### src/rtl/dp_collision_arb_pkg.sv
package dp_collision_arb_pkg;
  typedef enum logic [1:0] {
    WIN_NONE  = 2'd0,
    WIN_LEFT  = 2'd1,
    WIN_RIGHT = 2'd2
  } win_e;
endpackage

### src/rtl/dpa_arrival.sv
// Flags the cycle a port arrives: enable rise or address change while enabled.
module dpa_arrival #(
  parameter int AW = 18
) (
  input  logic          clk_i,
  input  logic          rst_ni,
  input  logic          en_i,
  input  logic [AW-1:0] addr_i,
  output logic          fresh_o
);
  logic          en_q;
  logic [AW-1:0] addr_q;

  always_ff @(posedge clk_i or negedge rst_ni) begin
    if (!rst_ni) begin
      en_q   <= 1'b0;
      addr_q <= '0;
    end else begin
      en_q   <= en_i;
      addr_q <= addr_i;
    end
  end

  assign fresh_o = en_i && (!en_q || (addr_i != addr_q));
endmodule

### src/rtl/dpa_lock.sv
module dpa_lock
  import dp_collision_arb_pkg::*;
#(
  parameter int AW = 18
) (
  input  logic          clk_i,
  input  logic          rst_ni,
  input  logic          l_en_i,
  input  logic          r_en_i,
  input  logic [AW-1:0] l_addr_i,
  input  logic [AW-1:0] r_addr_i,
  input  logic          l_fresh_i,
  input  logic          r_fresh_i,
  output logic          l_lose_o,
  output logic          r_lose_o
);
  win_e win_q, win_d;
  logic match;

  assign match = l_en_i && r_en_i && (l_addr_i == r_addr_i);

  always_comb begin
    if (!match)                    win_d = WIN_NONE;
    else if (win_q != WIN_NONE)    win_d = win_q;      // locked for the match
    else if (l_fresh_i && !r_fresh_i) win_d = WIN_RIGHT;
    else                           win_d = WIN_LEFT;   // left earlier, or tie
  end

  always_ff @(posedge clk_i or negedge rst_ni) begin
    if (!rst_ni) win_q <= WIN_NONE;
    else         win_q <= win_d;
  end

  assign l_lose_o = (win_d == WIN_RIGHT);
  assign r_lose_o = (win_d == WIN_LEFT);
endmodule

### src/rtl/dpa_gate.sv
module dpa_gate (
  input  logic master_i,
  input  logic en_i,
  input  logic we_i,
  input  logic lose_i,
  input  logic busy_ni,
  output logic busy_no,
  output logic wr_o
);
  logic inhibit;
  assign inhibit = master_i ? lose_i : !busy_ni;
  assign busy_no = master_i ? !lose_i : 1'b1;
  assign wr_o    = en_i && we_i && !inhibit;
endmodule

### src/rtl/dp_collision_arb.sv
module dp_collision_arb #(
  parameter int AW = 18
) (
  input  logic          clk_i,
  input  logic          rst_ni,
  input  logic          master_i,
  input  logic          l_en_i,
  input  logic          l_we_i,
  input  logic [AW-1:0] l_addr_i,
  input  logic          r_en_i,
  input  logic          r_we_i,
  input  logic [AW-1:0] r_addr_i,
  input  logic          l_busy_ni,
  input  logic          r_busy_ni,
  output logic          l_busy_no,
  output logic          r_busy_no,
  output logic          l_wr_o,
  output logic          r_wr_o
);
  logic l_fresh, r_fresh, l_lose, r_lose;

  dpa_arrival #(.AW(AW)) u_l_arr (
    .clk_i(clk_i), .rst_ni(rst_ni), .en_i(l_en_i), .addr_i(l_addr_i), .fresh_o(l_fresh)
  );
  dpa_arrival #(.AW(AW)) u_r_arr (
    .clk_i(clk_i), .rst_ni(rst_ni), .en_i(r_en_i), .addr_i(r_addr_i), .fresh_o(r_fresh)
  );

  dpa_lock #(.AW(AW)) u_lock (
    .clk_i(clk_i), .rst_ni(rst_ni),
    .l_en_i(l_en_i), .r_en_i(r_en_i),
    .l_addr_i(l_addr_i), .r_addr_i(r_addr_i),
    .l_fresh_i(l_fresh), .r_fresh_i(r_fresh),
    .l_lose_o(l_lose), .r_lose_o(r_lose)
  );

  dpa_gate u_l_gate (
    .master_i(master_i), .en_i(l_en_i), .we_i(l_we_i), .lose_i(l_lose),
    .busy_ni(l_busy_ni), .busy_no(l_busy_no), .wr_o(l_wr_o)
  );
  dpa_gate u_r_gate (
    .master_i(master_i), .en_i(r_en_i), .we_i(r_we_i), .lose_i(r_lose),
    .busy_ni(r_busy_ni), .busy_no(r_busy_no), .wr_o(r_wr_o)
  );
endmodule

### config.mk
export PLATFORM = sky130hd
export DESIGN_NAME = dp_collision_arb
export DESIGN_NICKNAME = d
export VERILOG_FILES = /design/src/rtl/dp_collision_arb_pkg.sv /design/src/rtl/dpa_arrival.sv /design/src/rtl/dpa_lock.sv /design/src/rtl/dpa_gate.sv /design/src/rtl/dp_collision_arb.sv
export SDC_FILE = /design/constraint.sdc
export NUM_CORES = 1
export LEC_CHECK = 0
export BUFFER_PORTS_ARGS = -buffer_cell sky130_fd_sc_hd__buf_2
export CAP_MARGIN = 20
export CORE_MARGIN = 5
export CORE_UTILIZATION = 50
export CTS_BUF_LIST = sky130_fd_sc_hd__clkbuf_8 sky130_fd_sc_hd__clkbuf_16
export DETAILED_ROUTE_END_ITERATION = 10
export GPL_ROUTABILITY_DRIVEN = 0
export HOLD_SLACK_MARGIN = 0.15
export PLACE_DENSITY_LB_ADDON = 0.25
export SETUP_SLACK_MARGIN = 0.05
export SLEW_MARGIN = 40
export SYNTH_ARGS = -nofsm -noshare
export SYNTH_HDL_FRONTEND = slang
export SYNTH_SLANG_ARGS = --single-unit
### constraint.sdc
create_clock -name clk_i -period 1.7 [get_ports clk_i]
set_input_delay 0.085 -clock clk_i [delete_from_list [all_inputs] [get_ports clk_i]]
set_output_delay 0.085 -clock clk_i [all_outputs]
set_load 0.05 [all_outputs]
==> impl_metrics.toml, run 1 <==
[sta]
post-route-min-period_ns = 2.16
rsz0062_at_grt = "true"
slew_headroom = 0.678
finalCritPeriodShare = 1.27
setup_ws_ns = -0.458
slew_viol_final = 0
fmax_ghz = 0.463
fin_skew_ns = 0.00852
finalSetupViolCount = 4
finalHoldViolCount = 0
tightest_slew_ns = 0.483

[clock_network]
root_buffer = "clkbuf_8"
clock_latency_ns = 0.29
cts_max_level = 2
clockBufferDepth = 2
cts_tree = "built"
path_clk_slew_ns = 0.08
cts_buffers = 5
clock_sinks = 40

[finish]
area_delta_synth_final_pct = 49.0
fin_nets = 285
n_antenna_cell = 0
drive_gt1_frac = 0.288
final-instance-count-excl-fill = 286

[power]
p_seq_frac = 0.514
power_w = 0.00198
ir_drop_uv = 607
power.internal_w = 0.00146
powerDensity_mw_per_mm2 = 750
pwr-share-comb = 0.183
power_switching_w = 0.000521
clockPowerShare = 0.303
switching_share = 0.263
leakage_nw = 1.15

[logic_synthesis]
syn_nets = 187
syn_area_sq_mm = 0.00177
synth-seq-cells = 40
yosysSeqAreaShare = 0.565
synthFlopType = "dfrtp_1"
yosysTopAreaCellShare = 0.565
syn_inst = 142
yosysTopAreaCell = "dfrtp_1"
syn_avg_cell_area_sq_um = 12.5
synth.most_common_cell = "dfrtp_1"
ys_top_cells_by_area = "dfrtp_1 56%, xor2_1 18%, xnor2_1 8.9%"
synth_edf_count = 0
synth_commonest_cells = "40 x dfrtp_1, 36 x xor2_1, 18 x xnor2_1, 12 x nor4_1, 7 x nand4_1"
synthArstFlopShare = 1.00
synth_cell_type_count = 22
ys_warn_count = 0

[critical_path]
critPathTopFamily = "simple AND/OR/NAND/NOR gates"
required_ns = 1.62
crit_path_cell_trace = "xor2_1, nor4_1, nand3_1, buf_4, nor3_4, nor3_2, o21a_2, buf_8"
crit_arrival_ns = 2.07
crit_fanout = 3
endpoint_kind = "output port"
r2r_slack_ns = 0.03
critical_path_class = "reg2out"
critPathMaxStageDelay_ns = 0.38
start_kind = "flop"
crit_buf_inv = 2
cp_slowest_cell = "dfrtp_1"

[drt]
drt_first_pass_iters = 4
routed_wl_um = 4560
vias = 1455
antenna_left = 0
via_per_inst = 5.09
drtIter0Drc = 52
drc = 0
detail_route.wl_per_cell_um = 15.9

[outcome]
status = "complete, but fails checks"
failed_checks = "setup timing"

[floorplan]
die_h_um = 69.5
row_count = 21
start_util = 0.523
ioPinCount = 49
die_area_sq_mm = 0.00483
die_width_um = 69.5
core_sq_mm = 0.00339

[global_route]
grt_pass1_vias = 1573
grt_pass1_wl_um = 7370
antenna_found_initial = 0
grt-ovfl-total = 0
grt_max_degree = 41
gr-usage-all-layers = 0.196

[placed_design]
dpl.cell_count = 239
hpwl_um = 3080
port_buffers = 48

[job]
drv_cap = 0

[worst_hold_path]
min_path_type = "in2reg"
## per-stage QoR
step	setup WS (ns)	hold slack [ns]	setup TNS (ns)	instance area (sq um)	utilization
after CTS	-0.394	0.343	-1.48	2620	0.774
final	-0.458	0.359	-1.65	2640	0.779
after global routing	-0.533	0.381	-2.09	2640	0.779
after global placement	-0.143	0.156	-0.404	2110	0.622
after detailed placement	-0.216	0.168	-0.618	2110	0.622
after floorplan	-0.00789	-0.211	-0.00789	1790	-
## cells by family (layout without fill, tap and decap cells)
logic type	Yosys count	in the layout	synth area share
compound gates	9	9	0.0339
buf+inv	3	101	0.00636
xor+xnor	54	54	0.267
simple gates	36	36	0.128
flops	40	40	0.565
## worst paths after layout
path | start | depth (start not counted) | to
hold reg to reg | u_lock.win_q[0] | 4 | u_lock.win_q[1]
setup reg to reg | u_l_arr.addr_q[14] | 7 | u_lock.win_q[1]
setup / recovery | u_l_arr.addr_q[14] | 8 | r_wr_o
hold / removal | l_en_i | 6 | u_lock.win_q[0]
min in group asynchronous | rst_ni | 3 | u_l_arr.addr_q[15]
max in group asynchronous | rst_ni | 3 | u_l_arr.addr_q[1]
## what timing repair did
action	CTS	global route
buffers inserted	0	1
endpoints found under the setup margin	5	6
gates cloned	0	0
hold buffers	39	0
gates resized for setup	11	3
endpoints found under the hold margin	78	0
pin swaps	7	12
## flip-flops by register name (all words and copies together), names as in the netlist
| register | flops |
|---|---|
| u_l_arr.en_q | 1 |
| u_lock.win_q | 2 |
| u_l_arr.addr_q | 18 |
| u_r_arr.addr_q | 18 |
| u_r_arr.en_q | 1 |
## power groups by stage
| stage | registers (W) | logic (W) | clock network (W) |
|---|---|---|---|
| 6_report | 0.00102 | 0.000361 | 0.000600 |
| 5_1_grt | 0.00102 | 0.000395 | 0.000656 |
| 4_1_cts | 0.00102 | 0.000358 | 0.000606 |
| 3_5_place_dp | 0.00104 | 0.000279 | 0 |
| 3_3_place_gp | 0.00103 | 0.000271 | 0 |
| 2_1_floorplan | 0.00103 | 0.000137 | 0 |
## layout make-up
class | instances | area [sq um]
sequential | 40 | 1000
timing repair buffer | 91 | 693
clock buffer | 5 | 68.8
inverter | 3 | 11.3
multi-input combinational | 99 | 796
fill | 213 | 749
tap | 46 | 57.6
clock inverter | 2 | 12.5
## worst reg2reg max path: stages, from the launching register on
cell	delay [ns]
dfrtp_1	0.38
xor2_1	0.16
nor4_1	0.30
nand3_1	0.17
buf_4	0.18
nor3_4	0.15
nor3_2	0.07
and2_1	0.16
## metal layers
metal | share of wire | track usage | up-vias
met5 | 0 | 0 | -
met3 | 0.058 | 0.0667 | 12
met2 | 0.53 | 0.325 | 55
met1 | 0.39 | 0.226 | 701
met4 | 0.025 | 0.0954 | 0
li1 | - | - | 687
## cells in the final DEF, fill, tap and decap left out, drive strengths merged, types with 2 or more instances in the layout
master and instances:
nor2 2, nand2 5, dfrtp 40, and2 2
nor4 14, xnor2 18, nor3 3, inv 3
nand4 7, a21oi 4, xor2 36, clkbuf 5
buf 52, dlygate4sd3 39
Note: power is estimated with default switching activity, not from simulation.
==> run 2, diff against run 1 <==
CELL_PAD_IN_SITES_DETAIL_PLACEMENT = 1   (was not set)
CELL_PAD_IN_SITES_GLOBAL_PLACEMENT = 1   (was not set)
CORE_UTILIZATION = 40   (was 50)
==> run 2 against run 1 <==
  * Largest cell class unchanged
  * Final cell count rose by 2.1%
  * Clock-buffer cell count increased by 1
  * Die area grew 21%
  * Fmax up 4.3%
  * Worst setup slack better by 0.089 ns
  * Sequential share of layout area decreased by 0.62 points
  * Sequential cell count stayed put
  * The flow still finishes with violations (setup timing)
  * Register-to-register slack worse by 0.06 ns
==> impl_metrics.toml, run 2 (synthesis results as in run 1) <==
[finish]
area_delta_synth_final_pct = 51.5
final-instance-count-excl-fill = 292
finish.utilization = 0.621
final_cell_mix = "44 x buf_2, 40 x dfrtp_1, 39 x dlygate4sd3_1"
largestRegisters = "u_l_arr.addr_q x18, u_r_arr.addr_q x18, u_lock.win_q x2"
n_antenna_cell = 0
fin_nets = 284
drive_gt1_frac = 0.300
fillers = 467
final_common_cell = "buf_2"

[critical_path]
required_ns = 1.62
r2r_cells = 7
endpoint = "r_wr_o"
crit_arrival_ns = 1.98
crit_path_cell_trace = "xor2_1, nor4_1, nand4_1, nor3_2, nor3_2, o21a_2, buf_8"
r2r-end = "u_lock.win_q[1]"
reg2reg_from = "u_l_arr.addr_q[12]"
cp_common_cell = "nor3_2"
critPathMaxStageDelay_ns = 0.38
startpoint = "u_l_arr.addr_q[12]"
start_kind = "flop"
r2r_slack_ns = -0.03
critical_path_class = "reg2out"
cp_slowest_cell = "dfrtp_1"
crit_fanout = 3
endpoint_kind = "output port"

[global_route]
grt-ovfl-total = 0
antenna_found_initial = 0
grt_pass1_vias = 1677
grt_pass1_wl_um = 8340
grt_max_degree = 41
gr-usage-all-layers = 0.180

[power]
p_seq_frac = 0.504
clockPowerShare = 0.309
power_switching_w = 0.000517
power_w = 0.00202
ir_drop_uv = 470
powerDensity_mw_per_mm2 = 753
switching_share = 0.256
power.internal_w = 0.00150
leakage_nw = 1.18
pwr-share-comb = 0.187

[clock_network]
cts_buffers = 5
cts_max_level = 2
clockBufferDepth = 2
root_buffer = "clkbuf_8"
clock_sinks = 40
cts_tree = "built"
clock_latency_ns = 0.29
path_clk_slew_ns = 0.07

[worst_hold_path]
min_path_type = "in2reg"

[drt]
drt_first_pass_iters = 4
routed_wl_um = 5080
detail_route.wl_per_cell_um = 17.4
vias = 1467
drc = 0
via_per_inst = 5.02
antenna_left = 0
drtIter0Drc = 28

[outcome]
status = "complete, but fails checks"
failed_checks = "setup timing"

[sta]
finalSetupViolCount = 5
tightest_slew_ns = 0.500
post-route-min-period_ns = 2.07
fin_skew_ns = 0.00469
slew_headroom = 0.667
rsz0062_at_grt = "true"
finalCritPeriodShare = 1.22
setup_ws_ns = -0.369
fmax_ghz = 0.483
slew_viol_final = 0
finalHoldViolCount = 0

[placed_design]
dpl.cell_count = 243
port_buffers = 48
hpwl_um = 3520

[floorplan]
row_count = 24
die_h_um = 76.6
core_sq_mm = 0.00432
start_util = 0.410
die_width_um = 76.6
die_area_sq_mm = 0.00586
ioPinCount = 49

[job]
drv_cap = 0
run 2: changes by cell type in the layout (fill, tap and decap cells not counted), moves of 2 or more:
cell and delta:
buf_4 -2, xnor2_1 -2, inv_1 +2, xnor2_2 +2
run 2: layer usage:
metal,share of wire,track usage
met1,0.43,0.220
met2,0.51,0.308
met3,0.044,0.0473
met4,0.011,0.0577
met5,0,0
run 2: repair_timing:
| item | CTS | global route |
|---|---|---|
| hold buffers | 39 | 0 |
| endpoints found under the hold margin | 78 | 0 |
| setup endpoints to repair | 5 | 6 |
| resized for setup | 12 | 8 |
| pin swaps | 6 | 11 |
| buffers inserted | 0 | 2 |
run 2: power by group through the flow:
stage	Combinational [W]	Clock (W)	Sequential, W
global placement	0.000274	0	0.00103
detailed placement	0.000286	0	0.00104
floorplan	0.000137	0	0.00103
finish	0.000378	0.000624	0.00102
global route	0.000412	0.000681	0.00102
CTS	0.000365	0.000641	0.00102
run 2: how the worst min path moves through the flow:
stage                               endpoint  slack [ns]  cells after the start    from
after floorplan            u_l_arr.addr_q[0]       -0.21                      0  rst_ni
after global placement     u_l_arr.addr_q[9]        0.16                      2  rst_ni
after detailed placement  u_l_arr.addr_q[17]        0.17                      2  rst_ni
after CTS                    u_lock.win_q[0]        0.34                      6  l_en_i
after global routing         u_lock.win_q[0]        0.39                      6  l_en_i
final                        u_lock.win_q[0]        0.37                      6  l_en_i
run 2: per-stage QoR:
stage | setup TNS [ns] | area [sq um] | worst slack, ns | hold WS, ns
after floorplan | -0.00789 | 1790 | -0.00789 | -0.211
after global placement | -0.341 | 2100 | -0.106 | 0.164
after detailed placement | -0.598 | 2100 | -0.202 | 0.174
after CTS | -1.49 | 2630 | -0.429 | 0.343
after global routing | -1.88 | 2680 | -0.447 | 0.391
final | -1.40 | 2680 | -0.369 | 0.371
run 2: final cells by class:
cell class,instances,area [sq um],share of cell area
multi-input combinational,99,827,0.308
inverter,3,11.3,0.00420
tap,52,65.1,0.0242
clock buffer,6,82.6,0.0308
clock inverter,2,7.51,0.00280
sequential,40,1000,0.373
timing repair buffer,90,689,0.257
run 2: critical path: cells and delay by family, from the launching register on:
family                    cells  cell delay, ns
AOI/OAI and AO/OA             1            0.21
xor gates and xnor gates      1            0.16
buffers and inverters         1            0.15
DFF                           1            0.38
and+or+nand+nor               4            0.80
==> run 3, diff against run 2 <==
GPL_ROUTABILITY_DRIVEN = 1   (was 0)
MAX_ROUTING_LAYER = met4   (was not set)
==> run 3 against run 2 <==
  * Final area is the same
  * Sequential share of layout area is the same
  * Sequential power is essentially flat
  * Fmax is essentially flat
  * Combinational power is essentially flat
  * Via count shrank 0.34%
  * Largest cell class unchanged
  * The run still ends with setup timing left
  * Critical endpoint unchanged
  * Wire length shrank 0.22%
  * Sequential cell count is the same
==> impl_metrics.toml, run 3 (synthesis results as in run 1) <==
[power]
power_switching_w = 0.000514
power_w = 0.00202
p_seq_frac = 0.505
pwr-share-comb = 0.187
power.internal_w = 0.00150
leakage_nw = 1.18
switching_share = 0.255
ir_drop_uv = 468
powerDensity_mw_per_mm2 = 752
clockPowerShare = 0.308

[drt]
routed_wl_um = 5060
detail_route.wl_per_cell_um = 17.3
drtIter0Drc = 32
vias = 1462
drt_first_pass_iters = 4
drc = 0
antenna_left = 0
via_per_inst = 5.01

[sta]
slew_headroom = 0.664
tightest_slew_ns = 0.504
post-route-min-period_ns = 2.07
finalSetupViolCount = 5
fin_skew_ns = 0.00296
finalCritPeriodShare = 1.22
slew_viol_final = 0
holdWs_ns = 0.371
finalHoldViolCount = 0
rsz0062_at_grt = "true"
setup_ws_ns = -0.369
fmax_ghz = 0.483

[finish]
largestRegisters = "u_l_arr.addr_q x18, u_r_arr.addr_q x18, u_lock.win_q x2"
fillers = 467
multi_input_area_sq_um = 827
final_cell_mix = "44 x buf_2, 40 x dfrtp_1, 39 x dlygate4sd3_1"
drive_gt1_frac = 0.300
finish.utilization = 0.621
n_antenna_cell = 0
area_delta_synth_final_pct = 51.5
final_common_cell = "buf_2"
fin_nets = 284
final-instance-count-excl-fill = 292
layout.area.seq_sq_mm = 0.00100

[clock_network]
cts_buffers = 5
path_clk_slew_ns = 0.07
clockBufferDepth = 2
clock_latency_ns = 0.29
cts_max_level = 2
clock_sinks = 40
root_buffer = "clkbuf_8"
cts_tree = "built"

[placed_design]
hpwl_um = 3520
gp_congestion = 0.805
dpl.cell_count = 243
port_buffers = 48

[floorplan]
row_count = 24
die_h_um = 76.6
start_util = 0.410
die_area_sq_mm = 0.00586
ioPinCount = 49
die_width_um = 76.6
core_sq_mm = 0.00432

[global_route]
grt-ovfl-total = 0
gr-usage-all-layers = 0.185
grt_pass1_wl_um = 8320
antenna_found_initial = 0
grt_pass1_vias = 1682
grt_max_degree = 41

[critical_path]
r2r-end = "u_lock.win_q[1]"
critical_path_class = "reg2out"
endpoint = "r_wr_o"
crit_arrival_ns = 1.98
r2r_cells = 7
reg2reg_from = "u_l_arr.addr_q[12]"
crit_fanout = 3
required_ns = 1.62
endpoint_kind = "output port"
r2r_slack_ns = -0.03
startpoint = "u_l_arr.addr_q[12]"
start_kind = "flop"

[worst_hold_path]
hold_depth = 6
min_path_type = "in2reg"

[outcome]
failed_checks = "setup timing"
status = "complete, but fails checks"

[job]
drv_cap = 0
-- run 3: repair_timing --
action	in CTS	in global routing
resized for setup	12	8
buffers inserted	0	2
setup endpoints to repair	5	6
pin swaps	6	11
hold endpoints to repair	78	0
hold buffers	39	0
-- run 3: cell type report --
class	instances	share of cell area
Clock buffer	6	0.0308
Clock inverter	2	0.00280
Inverter	3	0.00420
Multi-Input combinational cell	99	0.308
Sequential cell	40	0.373
Tap cell	52	0.0242
Timing Repair Buffer	90	0.257
-- run 3: critical path, stage by stage (launching register included) --
cell,delay (ns)
dfrtp_1,0.38
xor2_1,0.16
nor4_1,0.26
nand4_1,0.21
nor3_2,0.24
nor3_2,0.09
o21a_2,0.21
buf_8,0.15
-- run 3: worst min path at each step --
stage	start	to	slack (ns)
2_1_floorplan	rst_ni	u_l_arr.addr_q[0]	-0.21
3_3_place_gp	rst_ni	u_l_arr.addr_q[9]	0.16
3_5_place_dp	rst_ni	u_l_arr.addr_q[17]	0.17
4_1_cts	l_en_i	u_lock.win_q[0]	0.34
5_1_grt	l_en_i	u_lock.win_q[0]	0.39
6_report	l_en_i	u_lock.win_q[0]	0.37
-- run 3: per-stage QoR --
stage	setup WS (ns)	instance area (sq um)	setup TNS, ns
3_5_place_dp	-0.202	2100	-0.598
4_1_cts	-0.429	2630	-1.49
3_3_place_gp	-0.106	2100	-0.341
5_1_grt	-0.447	2680	-1.88
2_1_floorplan	-0.00789	1790	-0.00789
6_report	-0.369	2680	-1.40
-- run 3: metal layers --
metal  up-vias  wire length (um)  track usage
met1       741              2180        0.221
li1        680                 -            -
met5         -                 0            -
met3         5               216       0.0449
met2        36              2610        0.308
met4         0                58       0.0577
-- run 3: power by group through the flow --
stage / logic, W / registers (W) / clock network [W]
5_1_grt: 0.000412 / 0.00102 / 0.000681
6_report: 0.000378 / 0.00102 / 0.000621
4_1_cts: 0.000365 / 0.00102 / 0.000641
3_5_place_dp: 0.000286 / 0.00104 / 0
2_1_floorplan: 0.000137 / 0.00103 / 0
3_3_place_gp: 0.000274 / 0.00103 / 0
